--- config.mk ---
export PLATFORM = sky130hd
export DESIGN_NAME = parity_xlat_buf
export DESIGN_NICKNAME = d
export VERILOG_FILES = /design/src/rtl/pxb_pkg.sv /design/src/rtl/pxb_datapath.sv /design/src/rtl/pxb_control.sv /design/src/rtl/parity_xlat_buf.sv
export SDC_FILE = /design/constraint.sdc
export NUM_CORES = 2
export LEC_CHECK = 0
export ABC_CLOCK_PERIOD_IN_PS = 8600
export BUFFER_PORTS_ARGS = -buffer_cell sky130_fd_sc_hd__buf_2
export CORE_MARGIN = 2
export CORE_UTILIZATION = 40
export CTS_CLUSTER_SIZE = 16
export DETAILED_ROUTE_END_ITERATION = 7
export PLACE_DENSITY = 0.67
export SLEW_MARGIN = 20
export SYNTH_ARGS = -nofsm -noshare
export SYNTH_HDL_FRONTEND = slang
export SYNTH_SLANG_ARGS = --single-unit
export TNS_END_PERCENT = 5
--- constraint.sdc ---
create_clock -name clk -period 8.6 [get_ports clk]
set_clock_uncertainty 0.1 [all_clocks]
set_input_delay 0.86 -clock clk [delete_from_list [all_inputs] [get_ports clk]]
set_output_delay 0.86 -clock clk [all_outputs]
set_load 0.03 [all_outputs]
--- src/rtl/pxb_pkg.sv ---
`timescale 1ns/1ps
package pxb_pkg;
  // Strobes from control to datapath; indices travel on the top ports.
  typedef struct packed {
    logic demapKill;
    logic diagKill;
  } pxbStrobe_t;
endpackage

--- src/rtl/pxb_datapath.sv ---
`timescale 1ns/1ps
module pxb_datapath
  import pxb_pkg::*;
#(
  parameter int NUM_ENTRIES = 16,
  parameter int TAG_W       = 20,
  parameter int DATA_W      = 24,
  localparam int IDX_W      = $clog2(NUM_ENTRIES),
  localparam int RD_W       = (TAG_W > DATA_W) ? TAG_W : DATA_W
) (
  input  logic              clk,
  input  logic              rstN,
  input  logic              wrEn,
  input  logic [IDX_W-1:0]  wrIdx,
  input  logic [TAG_W-1:0]  wrTag,
  input  logic [DATA_W-1:0] wrData,
  input  logic              wrLock,
  input  logic              wrFlipTagPar,
  input  logic              wrFlipDataPar,
  input  logic [TAG_W-1:0]  lkVpn,
  input  logic [IDX_W-1:0]  diagIdx,
  input  logic              diagSelData,
  input  logic [IDX_W-1:0]  demapIdx,
  input  pxbStrobe_t        strobe,
  output logic              dpFound,
  output logic [IDX_W-1:0]  dpIdx,
  output logic              dpDataBad,
  output logic [DATA_W-1:0] dpData,
  output logic              dpDiagBad,
  output logic [RD_W-1:0]   diagRdData,
  output logic              diagRdValid,
  output logic              diagRdLock
);
  logic [TAG_W-1:0]  tagArr  [NUM_ENTRIES];
  logic [DATA_W-1:0] dataArr [NUM_ENTRIES];
  logic [NUM_ENTRIES-1:0] validArr, lockArr, tagParArr, dataParArr;
  logic [NUM_ENTRIES-1:0] tagBadVec, dataBadVec, matchVec;

  // Storage: a write sets valid; either kill strobe clears it and wins.
  always_ff @(posedge clk) begin
    if (!rstN) begin
      validArr   <= '0;
      lockArr    <= '0;
      tagParArr  <= '0;
      dataParArr <= '0;
      for (int i = 0; i < NUM_ENTRIES; i++) begin
        tagArr[i]  <= '0;
        dataArr[i] <= '0;
      end
    end else begin
      if (wrEn) begin
        tagArr[wrIdx]     <= wrTag;
        dataArr[wrIdx]    <= wrData;
        lockArr[wrIdx]    <= wrLock;
        tagParArr[wrIdx]  <= (^wrTag) ^ wrFlipTagPar;
        dataParArr[wrIdx] <= (^wrData) ^ wrFlipDataPar;
        validArr[wrIdx]   <= 1'b1;
      end
      if (strobe.demapKill) validArr[demapIdx] <= 1'b0;
      if (strobe.diagKill)  validArr[diagIdx]  <= 1'b0;
    end
  end

  // Per-slot checkers and comparators.
  for (genvar gi = 0; gi < NUM_ENTRIES; gi++) begin : g_slot
    assign tagBadVec[gi]  = ^{tagArr[gi], tagParArr[gi]};
    assign dataBadVec[gi] = ^{dataArr[gi], dataParArr[gi]};
    assign matchVec[gi]   = validArr[gi] && !tagBadVec[gi] && (tagArr[gi] == lkVpn);
  end

  // Lowest matching index wins.
  always_comb begin
    dpFound = 1'b0;
    dpIdx   = '0;
    for (int i = NUM_ENTRIES - 1; i >= 0; i--) begin
      if (matchVec[i]) begin
        dpFound = 1'b1;
        dpIdx   = IDX_W'(i);
      end
    end
  end

  assign dpDataBad   = dpFound && dataBadVec[dpIdx];
  assign dpData      = (dpFound && !dpDataBad) ? dataArr[dpIdx] : '0;
  assign dpDiagBad   = diagSelData ? dataBadVec[diagIdx] : tagBadVec[diagIdx];
  assign diagRdData  = diagSelData ? RD_W'(dataArr[diagIdx]) : RD_W'(tagArr[diagIdx]);
  assign diagRdValid = validArr[diagIdx];
  assign diagRdLock  = lockArr[diagIdx];

  // a selected slot is valid with an intact tag.
  p_sel_tag_sound_r2: assert property (@(posedge clk) disable iff (!rstN)
    dpFound |-> (validArr[dpIdx] && !tagBadVec[dpIdx] && tagArr[dpIdx] == lkVpn));
  // no lower-indexed slot matches.
  p_lowest_wins_r8: assert property (@(posedge clk) disable iff (!rstN)
    dpFound |-> ((matchVec & ((NUM_ENTRIES'(1) << dpIdx) - NUM_ENTRIES'(1))) == '0));
  // a demapped slot is invalid next cycle.
  p_demap_clears_r9: assert property (@(posedge clk) disable iff (!rstN)
    strobe.demapKill |=> !validArr[$past(demapIdx)]);
  // a diagnostic kill invalidates the read slot.
  p_diag_kill_r7: assert property (@(posedge clk) disable iff (!rstN)
    strobe.diagKill |=> !validArr[$past(diagIdx)]);
endmodule

--- src/rtl/pxb_control.sv ---
`timescale 1ns/1ps
module pxb_control
  import pxb_pkg::*;
#(
  parameter int NUM_ENTRIES = 16,
  localparam int IDX_W      = $clog2(NUM_ENTRIES)
) (
  input  logic             clk,
  input  logic             rstN,
  input  logic             lkEn,
  input  logic             diagEn,
  input  logic [IDX_W-1:0] diagIdx,
  input  logic             demapEn,
  input  logic [1:0]       statusClr,
  input  logic             dpFound,
  input  logic [IDX_W-1:0] dpIdx,
  input  logic             dpDataBad,
  input  logic             dpDiagBad,
  output logic             lkHit,
  output logic             lkMiss,
  output logic             lkErr,
  output logic [IDX_W-1:0] lkIdx,
  output pxbStrobe_t       strobe,
  output logic             faultValid,
  output logic [IDX_W-1:0] faultIdx,
  output logic             urgErr,
  output logic [IDX_W-1:0] urgIdx
);
  assign lkHit  = lkEn && dpFound && !dpDataBad;
  assign lkErr  = lkEn && dpFound && dpDataBad;
  assign lkMiss = lkEn && !dpFound;
  assign lkIdx  = (lkEn && dpFound) ? dpIdx : '0;

  assign strobe.demapKill = demapEn;
  assign strobe.diagKill  = diagEn && dpDiagBad;

  // Fault status: capture beats clear.
  always_ff @(posedge clk) begin
    if (!rstN) begin
      faultValid <= 1'b0;
      faultIdx   <= '0;
    end else if (lkErr) begin
      faultValid <= 1'b1;
      faultIdx   <= dpIdx;
    end else if (statusClr[0]) begin
      faultValid <= 1'b0;
      faultIdx   <= '0;
    end
  end

  // Urgent status from diagnostic reads.
  always_ff @(posedge clk) begin
    if (!rstN) begin
      urgErr <= 1'b0;
      urgIdx <= '0;
    end else if (strobe.diagKill) begin
      urgErr <= 1'b1;
      urgIdx <= diagIdx;
    end else if (statusClr[1]) begin
      urgErr <= 1'b0;
      urgIdx <= '0;
    end
  end

  // one answer per request, none when idle.
  p_one_answer_r5: assert property (@(posedge clk) disable iff (!rstN)
    lkEn |-> $onehot({lkHit, lkMiss, lkErr}));
  p_idle_quiet_r5: assert property (@(posedge clk) disable iff (!rstN)
    !lkEn |-> !(lkHit || lkMiss || lkErr));
  // error is captured with its index.
  p_fault_capture_r6: assert property (@(posedge clk) disable iff (!rstN)
    lkErr |=> (faultValid && faultIdx == $past(lkIdx)));
  // status holds without a clear or new error.
  p_fault_hold_r6: assert property (@(posedge clk) disable iff (!rstN)
    (faultValid && !lkErr && !statusClr[0]) |=> (faultValid && $stable(faultIdx)));
  // urgent flag follows a diagnostic kill.
  p_urgent_capture_r7: assert property (@(posedge clk) disable iff (!rstN)
    strobe.diagKill |=> (urgErr && urgIdx == $past(diagIdx)));
endmodule

--- src/rtl/parity_xlat_buf.sv ---
`timescale 1ns/1ps
module parity_xlat_buf
  import pxb_pkg::*;
#(
  parameter int NUM_ENTRIES = 16,
  parameter int TAG_W       = 20,
  parameter int DATA_W      = 24,
  localparam int IDX_W      = $clog2(NUM_ENTRIES),
  localparam int RD_W       = (TAG_W > DATA_W) ? TAG_W : DATA_W
) (
  input  logic              clk,
  input  logic              rstN,
  input  logic              wrEn,
  input  logic [IDX_W-1:0]  wrIdx,
  input  logic [TAG_W-1:0]  wrTag,
  input  logic [DATA_W-1:0] wrData,
  input  logic              wrLock,
  input  logic              wrFlipTagPar,
  input  logic              wrFlipDataPar,
  input  logic              lkEn,
  input  logic [TAG_W-1:0]  lkVpn,
  output logic              lkHit,
  output logic              lkMiss,
  output logic              lkErr,
  output logic [IDX_W-1:0]  lkIdx,
  output logic [DATA_W-1:0] lkData,
  input  logic              diagEn,
  input  logic [IDX_W-1:0]  diagIdx,
  input  logic              diagSelData,
  output logic [RD_W-1:0]   diagRdData,
  output logic              diagRdValid,
  output logic              diagRdLock,
  input  logic              demapEn,
  input  logic [IDX_W-1:0]  demapIdx,
  input  logic [1:0]        statusClr,
  output logic              faultValid,
  output logic [IDX_W-1:0]  faultIdx,
  output logic              urgErr,
  output logic [IDX_W-1:0]  urgIdx
);
  pxbStrobe_t        strobe;
  logic              dpFound, dpDataBad, dpDiagBad;
  logic [IDX_W-1:0]  dpIdx;
  logic [DATA_W-1:0] dpData;

  pxb_datapath #(.NUM_ENTRIES(NUM_ENTRIES), .TAG_W(TAG_W), .DATA_W(DATA_W)) u_dp (
    .clk(clk), .rstN(rstN),
    .wrEn(wrEn), .wrIdx(wrIdx), .wrTag(wrTag), .wrData(wrData), .wrLock(wrLock),
    .wrFlipTagPar(wrFlipTagPar), .wrFlipDataPar(wrFlipDataPar),
    .lkVpn(lkVpn), .diagIdx(diagIdx), .diagSelData(diagSelData), .demapIdx(demapIdx),
    .strobe(strobe),
    .dpFound(dpFound), .dpIdx(dpIdx), .dpDataBad(dpDataBad), .dpData(dpData),
    .dpDiagBad(dpDiagBad), .diagRdData(diagRdData), .diagRdValid(diagRdValid),
    .diagRdLock(diagRdLock)
  );

  pxb_control #(.NUM_ENTRIES(NUM_ENTRIES)) u_ctl (
    .clk(clk), .rstN(rstN), .lkEn(lkEn), .diagEn(diagEn), .diagIdx(diagIdx),
    .demapEn(demapEn), .statusClr(statusClr),
    .dpFound(dpFound), .dpIdx(dpIdx), .dpDataBad(dpDataBad), .dpDiagBad(dpDiagBad),
    .lkHit(lkHit), .lkMiss(lkMiss), .lkErr(lkErr), .lkIdx(lkIdx), .strobe(strobe),
    .faultValid(faultValid), .faultIdx(faultIdx), .urgErr(urgErr), .urgIdx(urgIdx)
  );

  assign lkData = lkHit ? dpData : '0;
endmodule

==> results by group <==
Status
  – Status: finished clean

Pwr
  – Peak supply drop: 0.1509 mV
  – Power Density: 208.3 mW/mm2
  – Power share of the sequential group: 0.408
  – Int Power: 7790 uW
  – Pleak: 0.01918 uW
  – Combinational share of power: 0.253
  – Sw Ratio: 0.3158
  – Sw power: 3595 uW
  – Clock share of power: 0.339

Timing
  – Final period util: 0.8633
  – Final Hold Fails: 0
  – Setup TNS: 0 ns
  – Final Slew Violations: 0
  – Fmax: 134.7 MHz
  – Slew headroom: 0.2324
  – RSZ-0062 raised after global routing: false
  – Slew @ Worst Pin: 1.151 ns
  – Final setup fails: 0
  – Fin crit period: 7.424 ns

Route
  – Drc violations: 0
  – Pre-antenna DRT Iters: 6
  – Routed Antenna Nets: 0
  – Via density: 5.995
  – DRT iter0 DRCs: 5,171
  – Via count: 34,099
  – Final WL: 186.3 mm
  – Avg WL per Cell: 32.75 um

Clock tree
  – Post-CTS Resized: 0
  – Clock tree from TritonCTS: yes
  – Longest Clk Path Bufs: 3
  – Worst-Skew Late Latency: 0.70 ns
  – Max H-tree Level: 3
  – Total CTS buffers: 89
  – Setup bufs post-CTS: 0
  – CTS clk-pin slew, worst paths: 0.06 ns
  – CTS Root Cell: clkbuf_16
  – Hold_buf cts: 0
  – Clock Sinks: 778

Critical path
  – WS Path Type: flip-flop to primary output
  – CP delay by family, top: compound AO/OA/AOI/OAI gates
  – Critical-path top delay cell: o41ai_4
  – R2R Path End: u_ctl.faultValid
  – Crit path DAT: 6.46 ns
  – Worst R2R Start: u_dp.tagArr[10][0]
  – CP max stage delay: 0.72 ns
  – Startpoint Class: flip-flop
  – Critical Path, Cell by Cell: xnor2_1 -> xnor2_1 -> xnor3_1 -> o22a_1 -> o2111a_1 -> o41ai_4 -> buf_4 -> mux2i_1 -> a221oi_1 -> nor3_1 -> o21ai_2 -> buf_4 -> a211oi_1 -> buf_2
  – CP Capture Type: primary output
  – R2R Setup Slk: 3.12 ns
  – Critical Path Fanout Max: 24
  – Worst path required time: 7.64 ns
  – Worst r2r path cells: 12
  – Crit path buf inv count: 3

Logic synthesis
  – Ys Warns: 0
  – Mapped Cells: 3,967
  – Number of synthesized flops with an enable pin: 704
  – Avg Inst Size Synth: 12.49 um2
  – Yosys cell types: 70
  – Post-synthesis cell area: 0.04953 mm2
  – Seq cells post-synth: 778
  – Ys async rst share: 0
  – Sequential-to-total area share from yosys stat: 0.4567
  – Syn Nets: 4,055
  – Top FF cell, synth: edfxtp_1

GRT
  – GRT Util Overall: 0.2906
  – Initial antenna violation count: 38
  – Number of global-route vias before repair: 33,344
  – Gr ovfl total: 0
  – First-pass GRT wire length: 260.0 mm
  – Largest net degree at the start of global routing: 149

Floorplanning
  – Die Height: 355.9 um
  – Core area: 0.1233 mm2
  – Row cnt: 129
  – Die extent in x: 355.9 um
  – I/O pin count: 155
  – Starting Density: 0.4017
  – Die area: 0.1267 mm2

Min path
  – Worst hold path class: flip-flop to flip-flop
  – Hold endpoint: u_ctl.urgErr
  – Hold Startpoint: u_ctl.urgErr
  – Hold-critical path depth: 2

Cells and area
  – Commonest cells after routing, fill and taps aside: xnor2_1, and2_1, edfxtp_1
  – Finished Layout Cells: 5,688
  – Layout area overhead: 10.35%
  – Layout cells sized above 1: 0.1829
  – Commonest non-fill, non-tap cell in the layout: xnor2_1
  – Nets: 4,060

Flow run
  – Max Cap Viol: 0

Placement
  – RD Place Congestion: 1.024
  – Dpl hpwl: 130.5 mm
  – Buffers added on ports: 154
  – Placed cell count: 5,518
-- area by class of cell --
cell class              count  area, um2
clock inverters            43      461.7
repair buffers            208       1251
well taps                1637       2048
diodes                     11      27.53
inverters                  23      86.33
fillers                 11296      68660
flip-flops and latches    778      22620
multi-input cells        2872      25740
clock buffers             116       2421
-- power groups by stage --
stage               clock [uW]  sequential [uW]  combinational [uW]
detailed placement           0             4710                2810
global placement             0             4700                2810
finish                    3860             4640                2890
CTS                       3870             4630                2830
floorplan                    0             4600                1890
global route              4020             4650                2980
-- flip-flops by register name (all words and copies together), names as in the netlist --
name and cells:
u_ctl.faultValid 1, u_dp.tagParArr 16, u_dp.dataArr 384, u_dp.lockArr 16
u_dp.tagArr 320, u_ctl.faultIdx 4, u_dp.dataParArr 16, u_ctl.urgErr 1
u_dp.validArr 16, u_ctl.urgIdx 4
-- worst reg2reg max path, stage by stage (launching register included) --
cell and delay (ns):
edfxtp_1 0.55, xnor2_1 0.63, xnor2_1 0.22, xnor3_1 0.50
o22a_1 0.35, o2111a_1 0.25, o41ai_4 0.72, buf_4 0.48
mux2i_1 0.25, a221oi_1 0.12, o31ai_1 0.63, nor2_1 0.29
o21a_1 0.26
-- metal layers --
| layer | share of wire | track usage | up-vias |
|---|---|---|---|
| met5 | 0.00072 | 0 | - |
| met4 | 0.056 | 0.1395 | 20 |
| met3 | 0.11 | 0.06848 | 464 |
| met2 | 0.45 | 0.4481 | 2123 |
| met1 | 0.39 | 0.3854 | 17318 |
| li1 | - | - | 14174 |
-- cells by family after synthesis --
kind of cell	synth area share
compound gates	0.04203
xor+xnor	0.1918
buf+inv	0.02698
flops	0.4567
mux	0.1564
simple gates	0.1261
-- cell usage after synthesis, types with 5 or more instances --
library cell | n | area share
xnor2_1 | 755 | 0.13
and2_1 | 710 | 0.090
edfxtp_1 | 704 | 0.43
xor2_1 | 273 | 0.048
mux4_2 | 238 | 0.11
clkbuf_1 | 211 | 0.016
nor2_1 | 159 | 0.012
mux2i_1 | 117 | 0.024
mux2_2 | 108 | 0.025
a21oi_1 | 91 | 0.0092
a211oi_1 | 89 | 0.013
dfxtp_1 | 74 | 0.030
a22o_1 | 48 | 0.0085
buf_2 | 48 | 0.0049
nor4_1 | 48 | 0.0061
nand4_1 | 47 | 0.0059
nand3_1 | 22 | 0.0022
inv_1 | 21 | 0.0016
xnor3_1 | 19 | 0.0086
buf_1 | 18 | 0.0014
nand2_1 | 18 | 0.0014
o221ai_1 | 16 | 0.0028
nor2b_1 | 15 | 0.0019
nor3_1 | 14 | 0.0014
buf_4 | 11 | 0.0017
nand2b_1 | 10 | 0.0013
a31oi_1 | 7 | 0.00088
o21ai_0 | 7 | 0.00071
buf_6 | 6 | 0.0014
or2_2 | 6 | 0.00076
nand3b_1 | 5 | 0.00076
-- worst max-delay path by stage --
stage,startpoint,to,depth (start not counted)
after floorplan,lkVpn[8],lkData[15],16
after detailed placement,lkVpn[6],lkData[2],16
after CTS,u_dp.tagArr[10][0],lkData[2],14
after global placement,lkVpn[7],lkData[2],16
after global routing,u_dp.tagArr[10][0],lkData[17],14
final,u_dp.tagArr[10][0],lkData[2],14
-- stage by stage --
step                        util  instance area [um2]  power [uW]  setup WS, ns  hold WS, ns
after global placement    0.4195                51730        7507         1.570       0.3559
after detailed placement  0.4195                51730        7515         1.502       0.3621
after global routing      0.4430                54630       11660        0.9371       0.3987
after floorplan                -                49530        6491         3.019       0.3437
final                     0.4432                54660       11380         1.176       0.3802
after CTS                 0.4429                54620       11320         1.313       0.3736
(Power assumes the default switching activity.)
